`src/rtl/irq_pkg.sv`:
```
package irq_pkg;

    localparam logic [2:0] DM_FIXED  = 3'd0;
    localparam logic [2:0] DM_LOWPRI = 3'd1;
    localparam logic [2:0] DM_SMI    = 3'd2;
    localparam logic [2:0] DM_NMI    = 3'd4;
    localparam logic [2:0] DM_INIT   = 3'd5;
    localparam logic [2:0] DM_EXTINT = 3'd7;

    localparam logic [7:0] DEST_ALL = 8'hFF;

    typedef struct packed {
        logic [7:0] dest;
        logic       masked;
        logic       trig;
        logic       pol;
        logic       logical;
        logic [2:0] dmode;
        logic [7:0] vec;
    } redir_t;

    localparam int ENT_W = $bits(redir_t);

    typedef enum logic [1:0] {
        ST_IDLE  = 2'd0,
        ST_SEND  = 2'd1,
        ST_DROP  = 2'd2,
        ST_FAULT = 2'd3
    } eng_state_e;

endpackage

```
`src/rtl/irq_edge_queue.sv`:
```
module irq_edge_queue #(
    parameter int NUM_PINS = 8,
    localparam int PIN_W = (NUM_PINS > 1) ? $clog2(NUM_PINS) : 1
) (
    input  logic                clk,
    input  logic                rst_n,
    input  logic [NUM_PINS-1:0] pins,
    output logic                grant_vld,
    output logic [PIN_W-1:0]    grant_idx
);

    logic [NUM_PINS-1:0] pin_q;
    logic [NUM_PINS-1:0] pend_q;
    logic [NUM_PINS-1:0] rise;
    logic [NUM_PINS-1:0] grant_oh;

    assign rise = pins & ~pin_q;

    // lowest pending index wins: scan downwards, last hit stays
    always_comb begin
        grant_vld = 1'b0;
        grant_idx = '0;
        grant_oh  = '0;
        for (int i = NUM_PINS - 1; i >= 0; i--) begin
            if (pend_q[i]) begin
                grant_vld   = 1'b1;
                grant_idx   = PIN_W'(i);
                grant_oh    = '0;
                grant_oh[i] = 1'b1;
            end
        end
    end

    always_ff @(posedge clk) begin
        if (!rst_n) begin
            pin_q  <= '0;
            pend_q <= '0;
        end else begin
            pin_q  <= pins;
            pend_q <= (pend_q & ~grant_oh) | rise;
        end
    end

endmodule

```
`src/rtl/irq_rr_pick.sv`:
```
module irq_rr_pick #(
    parameter int NUM_CPUS = 4,
    parameter int RR_W     = 8
) (
    input  logic [NUM_CPUS-1:0] cand,
    input  logic [RR_W-1:0]     cnt,
    output logic [NUM_CPUS-1:0] pick_oh
);

    localparam int CW = $clog2(NUM_CPUS + 1);

    logic [CW-1:0]   n_set;
    logic [RR_W-1:0] slot;
    logic [RR_W-1:0] seen;

    always_comb begin
        n_set = CW'($countones(cand));
        slot  = (n_set == '0) ? '0 : (cnt % RR_W'(n_set));
    end

    always_comb begin
        pick_oh = '0;
        seen    = '0;
        for (int i = 0; i < NUM_CPUS; i++) begin
            if (cand[i]) begin
                if (seen == slot) pick_oh[i] = 1'b1;
                seen = seen + 1'b1;
            end
        end
    end

endmodule

```
`src/rtl/irq_target_resolve.sv`:
```
module irq_target_resolve
    import irq_pkg::*;
#(
    parameter int NUM_CPUS = 4,
    parameter int RR_W     = 8
) (
    input  logic [7:0]            dest,
    input  logic                  logical,
    input  logic [2:0]            dmode,
    input  logic [NUM_CPUS*8-1:0] ldest_top,
    input  logic [RR_W-1:0]       rr_cnt,
    output logic [NUM_CPUS-1:0]   targets,
    output logic                  lp_event,
    output logic                  bad_cfg
);

    logic [NUM_CPUS-1:0] logic_hit;
    logic [NUM_CPUS-1:0] phys_hit;
    logic [NUM_CPUS-1:0] lp_oh;
    logic                is_lp;

    for (genvar g = 0; g < NUM_CPUS; g++) begin : g_cpu
        assign logic_hit[g] = |(ldest_top[g*8 +: 8] & dest);
        assign phys_hit[g]  = (dest == 8'(g));
    end

    irq_rr_pick #(.NUM_CPUS(NUM_CPUS), .RR_W(RR_W)) u_pick (
        .cand    (logic_hit),
        .cnt     (rr_cnt),
        .pick_oh (lp_oh)
    );

    always_comb begin
        is_lp    = (dmode == DM_LOWPRI);
        bad_cfg  = !logical && is_lp;
        lp_event = logical && is_lp && (|logic_hit);
        if (!logical) begin
            if (is_lp)                 targets = '0;
            else if (dest == DEST_ALL) targets = '1;
            else                       targets = phys_hit;
        end else begin
            targets = is_lp ? lp_oh : logic_hit;
        end
    end

endmodule

```
`src/rtl/irq_route_engine.sv`:
```
module irq_route_engine
    import irq_pkg::*;
#(
    parameter int NUM_PINS = 8,
    parameter int NUM_CPUS = 4,
    parameter int RR_W     = 8,
    localparam int PIN_W   = (NUM_PINS > 1) ? $clog2(NUM_PINS) : 1
) (
    input  logic                      clk,
    input  logic                      rst_n,
    input  logic [NUM_PINS-1:0]       irq_pins,
    input  logic [NUM_PINS*ENT_W-1:0] redir_flat,
    input  logic [NUM_CPUS*8-1:0]     cpu_ldest,
    input  logic [7:0]                ext_vector,
    output logic                      msg_valid,
    output logic [7:0]                msg_vector,
    output logic [2:0]                msg_dmode,
    output logic                      msg_dstmode,
    output logic [7:0]                msg_dest,
    output logic                      msg_level,
    output logic                      msg_trigger,
    output logic [NUM_CPUS-1:0]       msg_targets,
    output logic [PIN_W-1:0]          msg_pin,
    output logic                      cfg_error
);

    logic                grant_vld;
    logic [PIN_W-1:0]    grant_idx;
    redir_t              ent;
    logic [7:0]          vec_sel;
    logic [NUM_CPUS-1:0] tgt_sel;
    logic                lp_event;
    logic                bad_cfg;
    logic [RR_W-1:0]     rr_q;
    eng_state_e          st_q, st_d;

    irq_edge_queue #(.NUM_PINS(NUM_PINS)) u_queue (
        .clk       (clk),
        .rst_n     (rst_n),
        .pins      (irq_pins),
        .grant_vld (grant_vld),
        .grant_idx (grant_idx)
    );

    assign ent     = redir_t'(redir_flat[grant_idx*ENT_W +: ENT_W]);
    assign vec_sel = (ent.dmode == DM_EXTINT) ? ext_vector : ent.vec;

    irq_target_resolve #(.NUM_CPUS(NUM_CPUS), .RR_W(RR_W)) u_resolve (
        .dest      (ent.dest),
        .logical   (ent.logical),
        .dmode     (ent.dmode),
        .ldest_top (cpu_ldest),
        .rr_cnt    (rr_q),
        .targets   (tgt_sel),
        .lp_event  (lp_event),
        .bad_cfg   (bad_cfg)
    );

    // next outcome from the request granted this cycle
    always_comb begin
        if (!grant_vld)          st_d = ST_IDLE;
        else if (ent.masked)     st_d = ST_DROP;
        else if (bad_cfg)        st_d = ST_FAULT;
        else if (tgt_sel == '0)  st_d = ST_DROP;
        else                     st_d = ST_SEND;
    end

    // state register with message and rotation storage
    always_ff @(posedge clk) begin
        if (!rst_n) begin
            st_q        <= ST_IDLE;
            rr_q        <= '0;
            msg_vector  <= '0;
            msg_dmode   <= '0;
            msg_dstmode <= 1'b0;
            msg_dest    <= '0;
            msg_level   <= 1'b0;
            msg_trigger <= 1'b0;
            msg_targets <= '0;
            msg_pin     <= '0;
        end else begin
            st_q <= st_d;
            if (st_d == ST_SEND) begin
                msg_vector  <= vec_sel;
                msg_dmode   <= ent.dmode;
                msg_dstmode <= ent.logical;
                msg_dest    <= ent.dest;
                msg_level   <= ent.pol;
                msg_trigger <= ent.trig;
                msg_targets <= tgt_sel;
                msg_pin     <= grant_idx;
                if (lp_event) rr_q <= rr_q + 1'b1;
            end
        end
    end

    // strobes decoded from the state
    always_comb begin
        msg_valid = 1'b0;
        cfg_error = 1'b0;
        unique case (st_q)
            ST_IDLE:  ;
            ST_SEND:  msg_valid = 1'b1;
            ST_DROP:  ;
            ST_FAULT: cfg_error = 1'b1;
            default:  ;
        endcase
    end

endmodule

```
`config.mk`:
```
export PLATFORM = sky130hd
export DESIGN_NAME = irq_route_engine
export DESIGN_NICKNAME = d
export VERILOG_FILES = /design/src/rtl/irq_pkg.sv /design/src/rtl/irq_edge_queue.sv /design/src/rtl/irq_rr_pick.sv /design/src/rtl/irq_target_resolve.sv /design/src/rtl/irq_route_engine.sv
export SDC_FILE = /design/constraint.sdc
export NUM_CORES = 1
export LEC_CHECK = 0
export BUFFER_PORTS_ARGS = -buffer_cell sky130_fd_sc_hd__buf_2
export CORE_ASPECT_RATIO = 0.75
export CORE_MARGIN = 1
export CORE_UTILIZATION = 50
export DETAILED_ROUTE_END_ITERATION = 8
export PLACE_DENSITY_LB_ADDON = 0.25
export SYNTH_ARGS = -nofsm -noshare
export SYNTH_HDL_FRONTEND = slang
export SYNTH_SLANG_ARGS = --single-unit
```
`constraint.sdc`:
```
create_clock -name clk -period 32.1 [get_ports clk]
set_clock_uncertainty 0.1 [all_clocks]
set_input_delay 4.815 -clock clk [delete_from_list [all_inputs] [get_ports clk]]
set_output_delay 4.815 -clock clk [all_outputs]
set_load 0.02 [all_outputs]
```
==> metrics.yaml <==
synthesis:
  synth_top_area_cell: "dfxtp_1"
  yosysMostFrequentCell: "nand2_1"
  netlist_top_cells_count: "nand2_1 (170), nor2_1 (83), mux2i_1 (63), nand3_1 (62), dfxtp_1 (55)"
  yosysSeqAreaShare: 0.1754
  synthMuxAreaShare: 0.1338
  synth-seq-cells: 55
  netlist_instances: 884
  synth_simple_gate_area_frac: 0.3234
  synth_top_family_by_area: "simple AND/OR/NAND/NOR gates"
  syn_area_mm2: 0.006276
  synth_xor_xnor_area_share: 0.01535
  syn_area_per_cell_um2: 7.100
  synth-adder-area-share: 0.06619
  syn_nets: 1150
  synth_top_area_frac: 0.1754
  synthArstFlopShare: 0
  synth-compound-area-share: 0.2346
  synthDistinctLibCells: 85
  synthFlopType: "dfxtp_1"
  synthTopCellsByArea: "dfxtp_1 (18%), nand2_1 (10%), mux2i_1 (10%)"
  synth_warnings: 0
  synth_edf_count: 0
grt:
  grt_overflow_total: 0
  grt_use_total: 0.3179
  antenna_found_initial: 1
  grt_max_degree: 71
  grt_pass1_wl_um: 34090
  grt_pass1_vias: 7077
layout:
  drive_gt1_frac: 0.2951
  final_util: 0.6400
  layout.nets: 1380
  final_cell_area_mm2: 0.007848
  syn_to_final_growth_pct: 25.04
  n_fill_cell: 1150
drt:
  drc: 0
  vias_per_cell: 5.804
  drt_iter0_drc: 602
  postRouteAntennaNets: 0
  drt_first_pass_iters: 5
  dr_total_vias: 7441
  drt_wl_total_um: 20660
  post_drt_wl_per_cell_um: 16.12
setup_path:
  cpPeakStageDelay_ps: 740
  reg2regPathDepth: 59
  cp-start-kind: "input pin"
  r2r_slack_ps: 14770
  cp_slowest_cell: "a2111oi_1"
  crit_top_cell: "ha_1"
  cpLargestDelayFamily: "compound AO/OA/AOI/OAI gates"
  crit_start: "redir_flat[180]"
  crit_arrival_ps: 20160
  cp-end-kind: "register"
  r2r_start: "u_queue.pend_q[1]$_SDFF_PN0_"
  required_ps: 32180
  r2r_end: "msg_vector[5]$_SDFFE_PN0N_"
  cp_max_fo: 32
  worst-path-buf-inv: 3
  crit_type: "input pin to register"
clock_tree:
  clock_latency_ps: 300
  clock_sinks: 55
  root_buffer: "clkbuf_16"
  htree_levels: 2
  clk_pin_slew_worst_paths_ps: 80
  cts_setup_buffers: 0
  ctsResizeCount: 0
  cts_tree: "yes"
  hold_buffers: 0
  clockBufferDepth: 2
  numCtsBuffers: 5
run:
  drv_cap: 0
worst_hold_path:
  hold_path_class: "register to register"
  whs_path_depth: 1
  whs_endpoint: "u_queue.pend_q[0]$_SDFF_PN0_"
  holdCritStartpoint: "u_queue.pin_q[0]$_SDFF_PN0_"
floorplanning:
  dieArea_mm2: 0.01301
  fp-row-count: 35
  dieWidth_um: 131.4
  core_mm2: 0.01226
  die_h_um: 99.03
  initial_utilization: 0.5118
  io-pin-count: 265
timing:
  worst_slew_pin_slew_ps: 1003
  maxSlewHeadroom: 0.3298
  drv_slew: 0
  setup_violations: 0
  tns_ps: 0
  layout_min_cycle_time_ps: 20070
  fmax_mhz: 49.82
  rsz0062_at_grt: "no"
  hold_viol_final: 0
  fin_crit_sh: 0.6254
place:
  dpl_cell_area_mm2: 0.007686
  port_buffers: 264
  hpwl_um: 16340
  place_congestion: 0.9680
outcome:
  status: "complete, no violations"
-- how the worst max path moves through the flow --
stage,end,slack [ps],cells past startpoint
finish,msg_vector[5]$_SDFFE_PN0N_,12030,56
global route,msg_targets[1]$_SDFFE_PN0N_,10610,59
CTS,msg_vector[5]$_SDFFE_PN0N_,12220,56
detailed placement,msg_vector[5]$_SDFFE_PN0N_,12050,56
global placement,msg_vector[0]$_SDFFE_PN0N_,12610,59
floorplan,msg_dest[2]$_SDFFE_PN0N_,14090,63
-- area by class of cell --
class | instances | area, um^2 | area share
Tap cell | 166 | 207.7 | 0.02647
Sequential cell | 55 | 1101 | 0.1403
Multi-Input combinational cell | 753 | 4895 | 0.6237
Clock inverter | 3 | 33.78 | 0.004305
Timing Repair Buffer | 272 | 1381 | 0.1760
Clock buffer | 5 | 125.1 | 0.01594
Inverter | 27 | 101.3 | 0.01291
Antenna cell | 1 | 2.502 | 0.0003189
-- kinds of logic (layout without fill, tap and decap cells) --
group,after synthesis,in the layout
and+or+nand+nor,430,430
AOI/OAI and AO/OA,201,201
muxes,79,79
buffers and inverters,76,307
DFF,55,55
adders and majority gates,32,32
xor gates and xnor gates,11,11
other,0,1
-- per-stage QoR --
step	std cells	hold slack, ps	setup slack, ps
after global placement	1273	271.1	12610
after CTS	1281	296.1	12220
final	1282	288.9	12030
after global routing	1282	319.9	10610
after floorplan	884	267.4	14090
after detailed placement	1273	284.9	12050
-- layout by cell type, fill, tap and decap left out, types with 8 or more instances in the layout --
cell and instances:
nor3_1 14, a211oi_1 14, nor2b_1 9, nand2b_1 16, dfxtp_1 55, o21ai_0 21
or3_1 9, buf_2 264, a21oi_1 44, a311oi_1 12, nor2_1 83, buf_4 8
and2_1 14, nand3_1 62, a21o_1 10, mux2i_1 63, mux2_2 12, nand2_1 170
a31oi_1 13, inv_1 26, and3_1 16, ha_1 30
-- worst reg2reg max path, delay by kind of cell, from the launching register on --
family	cells	cell delay (ps)
simple gates	17	4070
compound gates	23	5650
fa+ha+maj	9	3190
mux	6	2350
buf+inv	4	1290
flops	1	510
-- registers in the layout (all words and copies together), names as in the netlist --
name	count
msg_pin	3
msg_dest	8
msg_targets	4
msg_vector	8
st_q	2
msg_dstmode	1
msg_level	1
u_queue.pend_q	8
u_queue.pin_q	8
msg_trigger	1
rr_q	8
msg_dmode	3
-- layer usage --
metal,global-route usage,vias up,wire [um]
met4,0.1136,0,644
met1,0.4006,3393,8882
met3,0.04887,54,1563
li1,-,3671,-
met5,0,-,0
met2,0.5524,323,9572
Power is not shown: default switching activity piles up to over one toggle a cycle in this logic, so the estimate is an artifact.
